<file path="config.mk">
export PLATFORM = sky130hd
export DESIGN_NAME = phy_mgmt_master
export DESIGN_NICKNAME = d
export VERILOG_FILES = /design/src/rtl/mgmt_pkg.sv /design/src/rtl/mgmt_clk_div.sv /design/src/rtl/mgmt_frame_seq.sv /design/src/rtl/phy_mgmt_master.sv
export SDC_FILE = /design/constraint.sdc
export NUM_CORES = 1
export LEC_CHECK = 0
export BUFFER_PORTS_ARGS = -buffer_cell sky130_fd_sc_hd__buf_2
export CAP_MARGIN = 30
export CORE_ASPECT_RATIO = 0.8
export CORE_MARGIN = 2
export CORE_UTILIZATION = 41
export CTS_CLUSTER_SIZE = 10
export DETAILED_ROUTE_END_ITERATION = 7
export GPL_ROUTABILITY_DRIVEN = 0
export PLACE_DENSITY = 0.61
export SYNTH_ARGS = -nofsm -noshare
export SYNTH_HDL_FRONTEND = slang
export SYNTH_SLANG_ARGS = --single-unit
</file>
<file path="constraint.sdc">
create_clock -name clk -period 3.5 [get_ports clk]
set_clock_uncertainty 0.1 [all_clocks]
set_input_delay 0.175 -clock clk [delete_from_list [all_inputs] [get_ports clk]]
set_output_delay 0.175 -clock clk [all_outputs]
set_load 0.005 [all_outputs]
</file>
<file path="src/rtl/mgmt_pkg.sv">
package mgmt_pkg;
  localparam int PRE_BITS   = 32;
  localparam int ADDR_W     = 5;
  localparam int DATA_W     = 16;
  localparam int FRAME_BITS = PRE_BITS + 2 + 2 + 2 * ADDR_W + 2 + DATA_W;
  localparam int TA_FIRST   = FRAME_BITS - DATA_W - 2;
  localparam int DATA_FIRST = FRAME_BITS - DATA_W;

  localparam logic [1:0] SOF_BITS = 2'b01;
  localparam logic [1:0] OP_RD    = 2'b10;
  localparam logic [1:0] OP_WR    = 2'b01;
  localparam logic [1:0] TA_WR    = 2'b10;

  typedef enum logic [1:0] {
    ST_IDLE  = 2'd0,
    ST_FRAME = 2'd1,
    ST_REST  = 2'd2
  } seq_state_t;
endpackage

</file>
<file path="src/rtl/mgmt_clk_div.sv">
module mgmt_clk_div #(
  parameter int DIV = 4
) (
  input  logic clk,
  input  logic rst_n,
  input  logic run_i,
  output logic mclk_o,
  output logic rise_o,
  output logic fall_o
);
  localparam int CW = (DIV > 2) ? $clog2(DIV) : 1;
  localparam logic [CW-1:0] LAST   = CW'(DIV - 1);
  localparam logic [CW-1:0] HALF   = CW'(DIV / 2);
  localparam logic [CW-1:0] PRE_HI = CW'(DIV / 2 - 1);

  logic [CW-1:0] cnt_q, cnt_d;
  logic          mclk_q, mclk_d;
  logic          wrap;

  assign wrap = (cnt_q == LAST);

  always_comb begin
    if (!run_i || wrap) cnt_d = '0;
    else                cnt_d = cnt_q + 1'b1;
    mclk_d = run_i && (cnt_d >= HALF);
  end

  always_ff @(posedge clk or negedge rst_n) begin
    if (!rst_n) begin
      cnt_q  <= '0;
      mclk_q <= 1'b0;
    end else begin
      cnt_q  <= cnt_d;
      mclk_q <= mclk_d;
    end
  end

  assign mclk_o = mclk_q;
  assign rise_o = run_i && (cnt_q == PRE_HI);
  assign fall_o = run_i && wrap;
endmodule

</file>
<file path="src/rtl/mgmt_frame_seq.sv">
module mgmt_frame_seq
  import mgmt_pkg::*;
(
  input  logic              clk,
  input  logic              rst_n,
  input  logic              start_i,
  input  logic              is_read_i,
  input  logic [ADDR_W-1:0] phy_addr_i,
  input  logic [ADDR_W-1:0] reg_addr_i,
  input  logic [DATA_W-1:0] wdata_i,
  input  logic              rise_i,
  input  logic              fall_i,
  input  logic              mgmt_di_i,
  output logic              run_o,
  output logic              busy_o,
  output logic              done_o,
  output logic [DATA_W-1:0] rdata_o,
  output logic              mgmt_do_o,
  output logic              mgmt_oe_o
);
  localparam int BW = $clog2(FRAME_BITS);
  localparam logic [BW-1:0] LAST_BIT = BW'(FRAME_BITS - 1);
  localparam logic [BW-1:0] TA_BIT   = BW'(TA_FIRST);
  localparam logic [BW-1:0] DAT_BIT  = BW'(DATA_FIRST);

  seq_state_t            state_q, state_d;
  logic [BW-1:0]         bit_q, bit_d;
  logic [FRAME_BITS-1:0] sr_q, sr_d;
  logic                  rd_q, rd_d;
  logic [DATA_W-1:0]     rdata_q, rdata_d;
  logic                  done_q, done_d;
  logic                  oe_q, oe_d;

  // next-state process
  always_comb begin
    state_d = state_q;
    bit_d   = bit_q;
    sr_d    = sr_q;
    rd_d    = rd_q;
    rdata_d = rdata_q;
    done_d  = 1'b0;
    unique case (state_q)
      ST_IDLE: begin
        if (start_i) begin
          state_d = ST_FRAME;
          bit_d   = '0;
          rd_d    = is_read_i;
          sr_d    = {{PRE_BITS{1'b1}}, SOF_BITS,
                     is_read_i ? OP_RD : OP_WR,
                     phy_addr_i, reg_addr_i,
                     is_read_i ? 2'b00 : TA_WR,
                     is_read_i ? {DATA_W{1'b0}} : wdata_i};
        end
      end
      ST_FRAME: begin
        if (rise_i && rd_q && (bit_q >= DAT_BIT))
          rdata_d = {rdata_q[DATA_W-2:0], mgmt_di_i};
        if (fall_i) begin
          if (bit_q == LAST_BIT) begin
            state_d = ST_REST;
          end else begin
            bit_d = bit_q + 1'b1;
            sr_d  = {sr_q[FRAME_BITS-2:0], 1'b0};
          end
        end
      end
      ST_REST: begin
        if (fall_i) begin
          state_d = ST_IDLE;
          done_d  = 1'b1;
        end
      end
      default: state_d = ST_IDLE;
    endcase
    // read hands the line to the PHY from the first turnaround bit on
    oe_d = (state_d == ST_FRAME) && !(rd_d && (bit_d >= TA_BIT));
  end

  // register process
  always_ff @(posedge clk or negedge rst_n) begin
    if (!rst_n) begin
      state_q <= ST_IDLE;
      bit_q   <= '0;
      sr_q    <= '0;
      rd_q    <= 1'b0;
      rdata_q <= '0;
      done_q  <= 1'b0;
      oe_q    <= 1'b0;
    end else begin
      state_q <= state_d;
      bit_q   <= bit_d;
      sr_q    <= sr_d;
      rd_q    <= rd_d;
      rdata_q <= rdata_d;
      done_q  <= done_d;
      oe_q    <= oe_d;
    end
  end

  assign run_o     = (state_q != ST_IDLE);
  assign busy_o    = (state_q != ST_IDLE);
  assign done_o    = done_q;
  assign rdata_o   = rdata_q;
  assign mgmt_do_o = sr_q[FRAME_BITS-1];
  assign mgmt_oe_o = oe_q;
endmodule

</file>
<file path="src/rtl/phy_mgmt_master.sv">
module phy_mgmt_master #(
  parameter int DIV = 4
) (
  input  logic        clk,
  input  logic        rst_n,
  input  logic        start_i,
  input  logic        is_read_i,
  input  logic [4:0]  phy_addr_i,
  input  logic [4:0]  reg_addr_i,
  input  logic [15:0] wdata_i,
  output logic        busy_o,
  output logic        done_o,
  output logic [15:0] rdata_o,
  output logic        mgmt_clk_o,
  output logic        mgmt_do_o,
  output logic        mgmt_oe_o,
  input  logic        mgmt_di_i
);
  logic rst_meta_q, rst_sync_n;
  logic run, rise, fall;

  // asynchronous assert, synchronous release
  always_ff @(posedge clk or negedge rst_n) begin
    if (!rst_n) begin
      rst_meta_q <= 1'b0;
      rst_sync_n <= 1'b0;
    end else begin
      rst_meta_q <= 1'b1;
      rst_sync_n <= rst_meta_q;
    end
  end

  mgmt_clk_div #(.DIV(DIV)) u_div (
    .clk    (clk),
    .rst_n  (rst_sync_n),
    .run_i  (run),
    .mclk_o (mgmt_clk_o),
    .rise_o (rise),
    .fall_o (fall)
  );

  mgmt_frame_seq u_seq (
    .clk        (clk),
    .rst_n      (rst_sync_n),
    .start_i    (start_i),
    .is_read_i  (is_read_i),
    .phy_addr_i (phy_addr_i),
    .reg_addr_i (reg_addr_i),
    .wdata_i    (wdata_i),
    .rise_i     (rise),
    .fall_i     (fall),
    .mgmt_di_i  (mgmt_di_i),
    .run_o      (run),
    .busy_o     (busy_o),
    .done_o     (done_o),
    .rdata_o    (rdata_o),
    .mgmt_do_o  (mgmt_do_o),
    .mgmt_oe_o  (mgmt_oe_o)
  );
endmodule

</file>
==> results.cfg <==
[timing]
max-slew-margin-rel_pct = 46.8
setup_viol = 0
holdWs_ns = 0.0404
setup_ws_ns = 1.04
tightest_slew_ns = 0.796
fin_tns_setup_ns = 0
slew_viol_final = 0
hold_viol_final = 0
max_freq_mhz = 406
period_share_pct = 70.3
rsz0062_at_grt = false
fin_crit_ns = 2.46

[synthesis]
synth_top_area_share_pct = 56.5
synthArstFlopShare_pct = 100
avgSynthCellArea_sq_um = 10.0
synth_seq_cells = 96
mappedNetlistNets = 458
syn-cell-area_sq_mm = 0.00425
yosys-top-cells-area = dfrtp_1 56%, nand2_1 10%, o21ai_0 5.8%
synth_edf_count = 0
synthCells = 424
ys_seq_area_share_pct = 56.5
yosys.area.top_type = dfrtp_1
ys_top_cells_by_count = 118 x nand2_1, 96 x dfrtp_1, 49 x o21ai_0, 19 x a21oi_1, 17 x mux2_2
yosys_most_used_dff = dfrtp_1
yosysWarningCount = 0
synth.most_common_cell = nand2_1
yosysUniqueCellTypes = 45

[clock_network]
cts.path.max_buffers = 2
cts_resized = 0
htree_num_levels = 3
clk_pin_slew_ns = 0.07
cts_root_buffer = clkbuf_16
cts_tree = built
clkLatencyLatePin_ns = 0.34
postCtsSetupBuffers = 0
clkSinkCount = 96
cts_buffers = 9
cts_hold_buf = 13

[run]
maxCapViolations = 0

[route]
vias_per_cell = 5.07
routedWlPerCell_microns = 13.2
routed_wl_mm = 8.17
detail-route-antenna-nets = 0
first_pass_iters = 4
drt-initial-drc-count = 188
vias = 3136
drc = 0

[power]
p_leak_nw = 2.41
irDropWorstVdd_mv = 0.405
finalPower_mw = 4.03
power_density_mw_per_mm2 = 811

[place]
place_area_sq_mm = 0.00451
hpwlAfterDp_mm = 4.99
io_buffers = 51
place_ws_ns = 1.04
dp_cells = 590

[layout]
nFillCells = 962
post-route-util_pct = 48.9
drive_gt1_share_pct = 21.3
diodes = 0
syn_to_final_growth_pct = 16.8
fin_area_sq_mm = 0.00497
instances_no_fill = 619
fin_nets = 508

[grt]
grt_pass1_wl_mm = 14.6
first_global_vias = 2999
grt_max_degree = 60
grt_overflow = 0
grt_use_total_pct = 16.1
antenna_found_initial = 0

[floorplanning]
die_area_sq_mm = 0.0112
num_io_pins = 52
die_h_microns = 95.1
core_area_sq_mm = 0.0102
initial_core_util_pct = 41.9
die_width_microns = 118
rows = 33

[min_path]
holdCritPathClass = in -> async

[worst_setup_path]
worstPathRequired_ns = 3.67
crit_fanout = 40
cp-end-kind = register
worst_ep_arrival_time_ns = 2.63
path_class = reg -> reg
critPathLaunchType = register

[status]
outcome = completed
-- report_power, final --
group	internal [mW]	switching [mW]	leakage, nW
clock	0.646	0.411	0.160
combinational	0.473	0.750	1.02
sequential	1.50	0.248	1.23
-- worst paths after layout --
path                           startpoint  depth (start not counted)              to  slack [ns]
min reg2reg                    rst_meta_q                          0      rst_sync_n        0.25
max reg2reg                u_seq.bit_q[1]                          7  u_seq.sr_q[57]        1.04
max                        u_seq.bit_q[1]                          7  u_seq.sr_q[57]        1.04
max in group asynchronous      rst_sync_n                          1      u_seq.rd_q        2.25
min in group clk                  start_i                          4  u_seq.bit_q[2]        0.15
min                                 rst_n                          2      rst_meta_q        0.04
-- cells by family after synthesis --
group                    synth area share (%)
AO/OA/AOI/OAI                            14.0
other                                  0.0882
multiplexers                             4.50
adder cells (fa/ha/maj)                 0.883
AND/OR/NAND/NOR                          18.4
flip-flops                               56.5
buffers and inverters                    5.68
-- registers in the layout (all words and copies together) (netlist names) --
signal and count:
u_seq.sr_q 64, u_seq.rdata_o 16, u_seq.bit_q 6, u_div.cnt_q 2, u_seq.state_q 2, rst_meta_q 1
rst_sync_n 1, u_div.mclk_o 1, u_seq.done_o 1, u_seq.mgmt_oe_o 1, u_seq.rd_q 1
-- cell type report --
cell class / count / area, sq um / share of cell area [%]
clock inverter: 5 / 78.8 / 1.59
inverter: 4 / 15.0 / 0.302
multi-input combinational: 293 / 1620 / 32.6
tap: 140 / 175 / 3.53
timing repair buffer: 70 / 430 / 8.67
clock buffer: 11 / 243 / 4.89
sequential: 96 / 2410 / 48.5
-- cells in the final DEF, fill, tap and decap left out, types with 6 or more instances in the layout --
master and instances:
mux2_2 17, clkbuf_16 9, buf_2 51, o21ai_0 49, buf_4 6, dlygate4sd3_1 13, nor2_1 14, dfrtp_1 95
a21oi_1 19, nor3b_1 15, a31oi_1 12, nand2_1 118
-- layer usage --
metal | wire [microns] | track usage, % | share of wire (%)
met5 | 0 | 0 | 0
met4 | 106 | 4.82 | 1.3
met3 | 362 | 5.02 | 4.4
met2 | 3570 | 24.6 | 44
met1 | 4130 | 22.4 | 51
-- worst max-delay path, cell delays in order, from the launching register on --
cell and delay [ns]:
dfrtp_1 0.41, ha_1 0.25, nand2_1 0.12, o21ai_2 0.29, a21o_2 0.59, buf_4 0.44, nand2_1 0.09, nand2_1 0.07
No activity file was read; power rests on OpenSTA's default activity.
